### config.mk
export PLATFORM = sky130hd
export DESIGN_NAME = adctl_glue
export DESIGN_NICKNAME = d
export VERILOG_FILES = /design/src/rtl/adctl_pkg.sv /design/src/rtl/adctl_sync.sv /design/src/rtl/adctl_mode.sv /design/src/rtl/adctl_port.sv /design/src/rtl/adctl_irq.sv /design/src/rtl/adctl_glue.sv
export SDC_FILE = /design/constraint.sdc
export NUM_CORES = 1
export LEC_CHECK = 0
export BUFFER_PORTS_ARGS = -buffer_cell sky130_fd_sc_hd__buf_2
export CAP_MARGIN = 25
export CORE_ASPECT_RATIO = 1.25
export CORE_UTILIZATION = 48
export DETAILED_ROUTE_END_ITERATION = 6
export PLACE_DENSITY = 0.8
export RECOVER_POWER = 25
export SETUP_SLACK_MARGIN = 0.2
export SYNTH_ARGS = -nofsm -noshare
export SYNTH_HDL_FRONTEND = slang
export SYNTH_HIERARCHICAL = 1
export SYNTH_SLANG_ARGS = --single-unit
### constraint.sdc
create_clock -name clk -period 2.04 [get_ports clk]
set_input_delay 0.204 -clock clk [delete_from_list [all_inputs] [get_ports clk]]
set_output_delay 0.204 -clock clk [all_outputs]
set_load 0.005 [all_outputs]
### src/rtl/adctl_pkg.sv
package adctl_pkg;
  localparam int DW = 8;
  localparam int HW = DW / 2;

  localparam logic [1:0] ADR_A   = 2'd0;
  localparam logic [1:0] ADR_B   = 2'd1;
  localparam logic [1:0] ADR_C   = 2'd2;
  localparam logic [1:0] ADR_CFG = 2'd3;

  // configuration word bit positions (1 = input)
  localparam int CFG_FLAG = 7;
  localparam int CFG_A    = 4;
  localparam int CFG_CU   = 3;
  localparam int CFG_B    = 1;
  localparam int CFG_CL   = 0;

  // signal positions on the ports
  localparam int PA_TMR1   = 7;
  localparam int PA_TMR2   = 6;
  localparam int PB_TMR_EN = 7;
  localparam int PB_SRST   = 4;
  localparam int PC_IRQ_N  = 3;

  typedef struct packed {
    logic a_in;
    logic b_in;
    logic cu_in;
    logic cl_in;
  } dir_t;

  localparam dir_t DIR_RESET = '{a_in: 1'b1, b_in: 1'b1, cu_in: 1'b1, cl_in: 1'b1};
endpackage

### src/rtl/adctl_sync.sv
module adctl_sync #(
  parameter int W = 8
) (
  input  logic         clk,
  input  logic         rst_n,
  input  logic [W-1:0] din,
  output logic [W-1:0] dout
);
  logic [W-1:0] stage1;

  always_ff @(posedge clk or negedge rst_n) begin
    if (!rst_n) begin
      stage1 <= '0;
      dout   <= '0;
    end else begin
      stage1 <= din;
      dout   <= stage1;
    end
  end

  logic [1:0] warm;
  always_ff @(posedge clk or negedge rst_n) begin
    if (!rst_n) warm <= '0;
    else if (warm != 2'd2) warm <= warm + 2'd1;
  end


  two_edge_latency_chk: assert property (@(posedge clk) disable iff (!rst_n)
    (warm == 2'd2) |-> (dout == $past(din, 2)));
endmodule

### src/rtl/adctl_mode.sv
module adctl_mode
  import adctl_pkg::*;
(
  input  logic          clk,
  input  logic          rst_n,
  input  logic          cfg_wr,
  input  logic [DW-1:0] wdata,
  output dir_t          dir,
  output logic          clr_all,
  output logic          bit_we,
  output logic [2:0]    bit_sel,
  output logic          bit_val
);
  logic cfg_load;
  logic unused_mode_bits;

  assign cfg_load = cfg_wr && wdata[CFG_FLAG];
  assign clr_all  = cfg_load;
  assign bit_we   = cfg_wr && !wdata[CFG_FLAG];
  assign bit_sel  = wdata[3:1];
  assign bit_val  = wdata[0];
  // group-mode select bits: only the basic mode exists, so they are ignored
  assign unused_mode_bits = ^{wdata[6:5], wdata[2]};

  always_ff @(posedge clk or negedge rst_n) begin
    if (!rst_n) begin
      dir <= DIR_RESET;
    end else if (cfg_load) begin
      dir.a_in  <= wdata[CFG_A];
      dir.b_in  <= wdata[CFG_B];
      dir.cu_in <= wdata[CFG_CU];
      dir.cl_in <= wdata[CFG_CL];
    end
  end


  cfg_load_chk: assert property (@(posedge clk) disable iff (!rst_n)
    cfg_load |=> (dir.a_in == $past(wdata[CFG_A])) && (dir.b_in == $past(wdata[CFG_B]))
                 && (dir.cu_in == $past(wdata[CFG_CU])) && (dir.cl_in == $past(wdata[CFG_CL])));


  bitset_keeps_dir_chk: assert property (@(posedge clk) disable iff (!rst_n)
    bit_we |=> $stable(dir));
endmodule

### src/rtl/adctl_port.sv
module adctl_port #(
  parameter int W = 8,
  parameter bit HAS_BITSET = 1'b0
) (
  input  logic                 clk,
  input  logic                 rst_n,
  input  logic                 clr,
  input  logic                 we,
  input  logic [W-1:0]         wdata,
  input  logic                 bit_we,
  input  logic [$clog2(W)-1:0] bit_sel,
  input  logic                 bit_val,
  input  logic [W-1:0]         is_out,
  input  logic [W-1:0]         pin_sync,
  output logic [W-1:0]         pin_out,
  output logic [W-1:0]         rd_val
);
  logic [W-1:0] latch;
  logic [W-1:0] latch_nxt;

  generate
    if (HAS_BITSET) begin : g_bitset
      always_comb begin
        latch_nxt = latch;
        if (clr) latch_nxt = '0;
        else if (we) latch_nxt = wdata;
        else if (bit_we) latch_nxt[bit_sel] = bit_val;
      end
    end else begin : g_plain
      logic unused_bitset;
      assign unused_bitset = ^{bit_we, bit_sel, bit_val};
      always_comb begin
        latch_nxt = latch;
        if (clr) latch_nxt = '0;
        else if (we) latch_nxt = wdata;
      end
    end
  endgenerate

  always_ff @(posedge clk or negedge rst_n) begin
    if (!rst_n) latch <= '0;
    else        latch <= latch_nxt;
  end

  for (genvar i = 0; i < W; i++) begin : g_bit
    assign pin_out[i] = is_out[i] ? latch[i] : 1'b1;
    assign rd_val[i]  = is_out[i] ? latch[i] : pin_sync[i];
  end


  clr_latch_chk: assert property (@(posedge clk) disable iff (!rst_n)
    clr |=> (latch == '0));


  write_latch_chk: assert property (@(posedge clk) disable iff (!rst_n)
    (we && !clr) |=> (latch == $past(wdata)));
endmodule

### src/rtl/adctl_irq.sv
module adctl_irq (
  input  logic en_n,
  input  logic tmr_en,
  input  logic tmr1,
  input  logic tmr2,
  input  logic rx_rdy,
  output logic irq
);
  logic tmr_req;
  assign tmr_req = tmr_en && (tmr1 || tmr2);
  assign irq     = !en_n && (tmr_req || rx_rdy);
endmodule

### src/rtl/adctl_glue.sv
module adctl_glue
  import adctl_pkg::*;
(
  input  logic          clk,
  input  logic          rst_n,
  input  logic [1:0]    addr,
  input  logic [DW-1:0] wdata,
  input  logic          wr,
  input  logic          rd,
  output logic [DW-1:0] rdata,
  input  logic [DW-1:0] pa_pins_in,
  output logic [DW-1:0] pa_pins_out,
  input  logic [DW-1:0] pb_pins_in,
  output logic [DW-1:0] pb_pins_out,
  input  logic [DW-1:0] pc_pins_in,
  output logic [DW-1:0] pc_pins_out,
  input  logic          rx_ready,
  output logic          ser_reset,
  output logic          irq
);
  localparam int SW = 3 * DW + 1;

  dir_t          dir;
  logic          clr_all, bit_we, bit_val;
  logic [2:0]    bit_sel;
  logic [SW-1:0] sync_out;
  logic [DW-1:0] a_sync, b_sync, c_sync;
  logic          rx_sync;
  logic [DW-1:0] a_rd, b_rd, c_rd;
  logic [DW-1:0] a_dir, b_dir, c_dir;

  adctl_sync #(.W(SW)) u_sync (
    .clk(clk), .rst_n(rst_n),
    .din({rx_ready, pc_pins_in, pb_pins_in, pa_pins_in}),
    .dout(sync_out)
  );
  assign {rx_sync, c_sync, b_sync, a_sync} = sync_out;

  adctl_mode u_mode (
    .clk(clk), .rst_n(rst_n),
    .cfg_wr(wr && addr == ADR_CFG), .wdata(wdata),
    .dir(dir), .clr_all(clr_all),
    .bit_we(bit_we), .bit_sel(bit_sel), .bit_val(bit_val)
  );

  assign a_dir = {DW{!dir.a_in}};
  assign b_dir = {DW{!dir.b_in}};
  assign c_dir = {{HW{!dir.cu_in}}, {HW{!dir.cl_in}}};

  adctl_port #(.W(DW), .HAS_BITSET(1'b0)) u_pa (
    .clk(clk), .rst_n(rst_n), .clr(clr_all),
    .we(wr && addr == ADR_A), .wdata(wdata),
    .bit_we(1'b0), .bit_sel(3'd0), .bit_val(1'b0),
    .is_out(a_dir), .pin_sync(a_sync),
    .pin_out(pa_pins_out), .rd_val(a_rd)
  );

  adctl_port #(.W(DW), .HAS_BITSET(1'b0)) u_pb (
    .clk(clk), .rst_n(rst_n), .clr(clr_all),
    .we(wr && addr == ADR_B), .wdata(wdata),
    .bit_we(1'b0), .bit_sel(3'd0), .bit_val(1'b0),
    .is_out(b_dir), .pin_sync(b_sync),
    .pin_out(pb_pins_out), .rd_val(b_rd)
  );

  adctl_port #(.W(DW), .HAS_BITSET(1'b1)) u_pc (
    .clk(clk), .rst_n(rst_n), .clr(clr_all),
    .we(wr && addr == ADR_C), .wdata(wdata),
    .bit_we(bit_we), .bit_sel(bit_sel), .bit_val(bit_val),
    .is_out(c_dir), .pin_sync(c_sync),
    .pin_out(pc_pins_out), .rd_val(c_rd)
  );

  always_comb begin
    rdata = '0;
    if (rd) begin
      unique case (addr)
        ADR_A:   rdata = a_rd;
        ADR_B:   rdata = b_rd;
        ADR_C:   rdata = c_rd;
        default: rdata = '0;
      endcase
    end
  end

  assign ser_reset = pb_pins_out[PB_SRST];

  adctl_irq u_irq (
    .en_n(pc_pins_out[PC_IRQ_N]), .tmr_en(pb_pins_out[PB_TMR_EN]),
    .tmr1(a_sync[PA_TMR1]), .tmr2(a_sync[PA_TMR2]),
    .rx_rdy(rx_sync), .irq(irq)
  );

  // R5 (host bus rule: never both strobes)
  one_strobe_chk: assert property (@(posedge clk) disable iff (!rst_n)
    !(rd && wr));


  irq_gate_chk: assert property (@(posedge clk) disable iff (!rst_n)
    irq |-> !pc_pins_out[PC_IRQ_N]);


  irq_source_chk: assert property (@(posedge clk) disable iff (!rst_n)
    irq |-> (u_sync.dout[SW-1] || a_sync[PA_TMR1] || a_sync[PA_TMR2]));


  reset_write_chk: assert property (@(posedge clk) disable iff (!rst_n)
    (wr && addr == ADR_B && !dir.b_in) |=> (ser_reset == $past(wdata[PB_SRST])));
endmodule

==> flow_summary.yaml <==
worst_setup_path:
  reg2reg_slack_ns: 1.03
  worst-endpoint-arrival_ns: 2.11
  worstPathRequired_ns: 1.84
  start_kind: "flip-flop"
  critPathKind: "reg2out"
  r2r-start: "u_pc/latch[2]"
  worstPathMaxFanout: 7
  critPathCaptureType: "output pin"
  worstRegToRegCells: 2
  timing.rr.end: "u_pc/latch[2]"
run_status:
  failed_checks: "negative setup slack"
  status: "finished, violations left"
clocking:
  cts_max_level: 3
  root_buffer: "clkbuf_8"
  cts_inserted_buffers: 9
  cts_tree: "done"
  clock_path_buffers: 2
  cts.sinks: 78
  clock_latency_ns: 0.36
  path_clk_slew_ns: 0.09
pwr:
  intPower_mw: 2.94
  seqPwrFrac_pct: 44.1
  power_frac_comb_pct: 27.1
  ir_drop_v: 0.000690
  p_sw_share_pct: 28.4
  power.density_nw_per_um2: 908
  p_leak_nw: 2.11
  p_switching_mw: 1.17
  p_clk_share_pct: 28.8
floorplanning:
  row_count: 33
  core_area_sq_um: 6650
  initial_utilization_pct: 50.3
  die_y_microns: 95.3
  die_w_microns: 76.6
  ios: 73
  dieArea_sq_um: 7300
finish:
  instances_no_fill: 466
  regArea_sq_um: 1960
  fin_nets: 413
  syn2layout_area_growth_pct: 35.2
  drive_above_1_share_pct: 42.2
  fin_area_sq_um: 4520
  n_antenna_cell: 0
  nFillCells: 478
  multi_input_area_sq_um: 1310
timing:
  setup_viol: 10
  min_period_ns: 2.31
  slew-limit-headroom_pct: 64.2
  rsz0062_at_grt: "yes"
  max_freq_mhz: 433
  worst_slew_pin_slew_ns: 0.536
  finClkSkew_ns: 0.00558
  hold_violations: 0
  drv_slew: 0
  finalCritPeriodShare_pct: 113
  fin_ws_ns: -0.271
synthesis:
  syn_area_sq_um: 3340
  synthCells: 257
  syn_nets: 296
  ys_warn_count: 6
  syn_area_per_cell_sq_um: 13.0
routing:
  dr.pass1.iters: 4
  wl_per_cell_microns: 15.9
  via_per_inst: 5.08
  postRouteAntennaNets: 0
  wl_mm: 7.40
  drcViolationCount: 0
  drtIter0Drc: 199
  num_vias: 2367
placement:
  place_hpwl_mm: 4.90
  routabilityCongestion: 0.826
  numPlacedInstances: 411
  place_area_sq_um: 3780
  port-buffer-count: 72
global_routing:
  grt_max_degree: 41
  grt_pass1_wl_mm: 11.8
  grt_pass1_vias: 2496
  antenna_found_initial: 0
  gr-total-overflow: 0
  grt_usage_pct: 22.4
flow_run:
  cap_violations: 0
hold_path:
  worstHoldEndpoint: "u_mode/dir[3]"
  min_from: "wdata[4]"
  whs_path_depth: 2
  hold_path_class: "in2reg"
==> cell usage in the layout (no fill, tap or decap), drive strengths merged <==
master       count
dlygate4sd3     26
a2111oi          7
bufinv           1
nor3             7
and2b            1
and4             1
clkbuf           9
nand3b           8
inv              8
a21oi            2
o311a            1
mux2i           24
and4bb           3
and3b            1
nor2            18
nand2            3
mux2            28
buf             94
and3             1
dfrtp           74
nor2b            7
nor4b            1
clkinvlp         4
clkinv           1
dfstp            4
nand2b          24
nor3b            1
and4b            3
and2             8
o21ai            9
==> worst max-delay path by stage <==
stage,start,cells past startpoint,slack [ns],endpoint
final,u_mode/dir[3],7,-0.27,rdata[2]
after global routing,u_mode/dir[3],7,-0.34,rdata[2]
after CTS,u_mode/dir[3],7,-0.22,rdata[0]
after detailed placement,u_mode/dir[3],7,0.17,rdata[5]
after global placement,u_mode/dir[3],7,0.20,rdata[5]
after floorplan,u_mode/dir[3],5,0.50,rdata[0]
==> what timing repair did <==
item	in CTS	in global routing
pin swaps	4	3
buffers inserted	12	1
hold endpoints to repair	60	0
resized for setup	17	15
setup endpoints to repair	9	18
hold buffers	26	0
==> critical path, cell delays in order, from the launching register on <==
cell and delay (ns):
dfstp_2 0.56, clkinvlp_4 0.19, buf_4 0.20, mux2_2 0.27, mux2i_1 0.16, o21ai_1 0.08
and2_1 0.15, buf_2 0.12
==> flip-flops by register name (all words and copies together) (netlist names) <==
name	cells
u_sync/dout	25
u_sync/stage1	25
u_pa/latch	8
u_pb/latch	8
u_pc/latch	8
u_mode/dir	4
==> power by group through the flow <==
| stage | combinational (mW) | sequential, mW | clock [mW] |
|---|---|---|---|
| 3_3_place_gp | 0.798 | 1.82 | 0 |
| 6_report | 1.11 | 1.81 | 1.18 |
| 4_1_cts | 1.01 | 1.81 | 1.20 |
| 5_1_grt | 1.20 | 1.83 | 1.27 |
| 2_1_floorplan | 0.508 | 1.79 | 0 |
| 3_5_place_dp | 0.810 | 1.83 | 0 |
==> area by class of cell <==
type | instances | area share, %
flip-flops and latches | 78 | 43.3
clock inverters | 7 | 1.74
inverters | 7 | 0.748
well taps | 87 | 2.41
repair buffers | 120 | 20.0
multi-input cells | 158 | 29.0
clock buffers | 9 | 2.74
==> stage by stage <==
step	util, %	setup WS (ns)	setup TNS [ns]	total power [mW]	hold slack (ns)
floorplan	-	0.498	0	2.30	-0.0916
global placement	56.8	0.203	0	2.62	0.207
detailed placement	56.8	0.172	0	2.64	0.212
CTS	66.4	-0.216	-1.29	4.02	0.139
global route	68.0	-0.341	-2.42	4.30	0.137
finish	68.0	-0.271	-1.50	4.10	0.162
==> per-layer routing <==
metal / vias up / wire (microns) / share of wire [%] / GRT usage (%)
met5: - / 0 / 0 / 0
met4: 0 / 169 / 2.3 / 12.2
met3: 14 / 385 / 5.2 / 6.99
met2: 72 / 3720 / 50 / 37.5
met1: 1161 / 3120 / 42 / 26.1
li1: 1120 / - / - / -
Note: power is estimated with default switching activity, not from simulation.
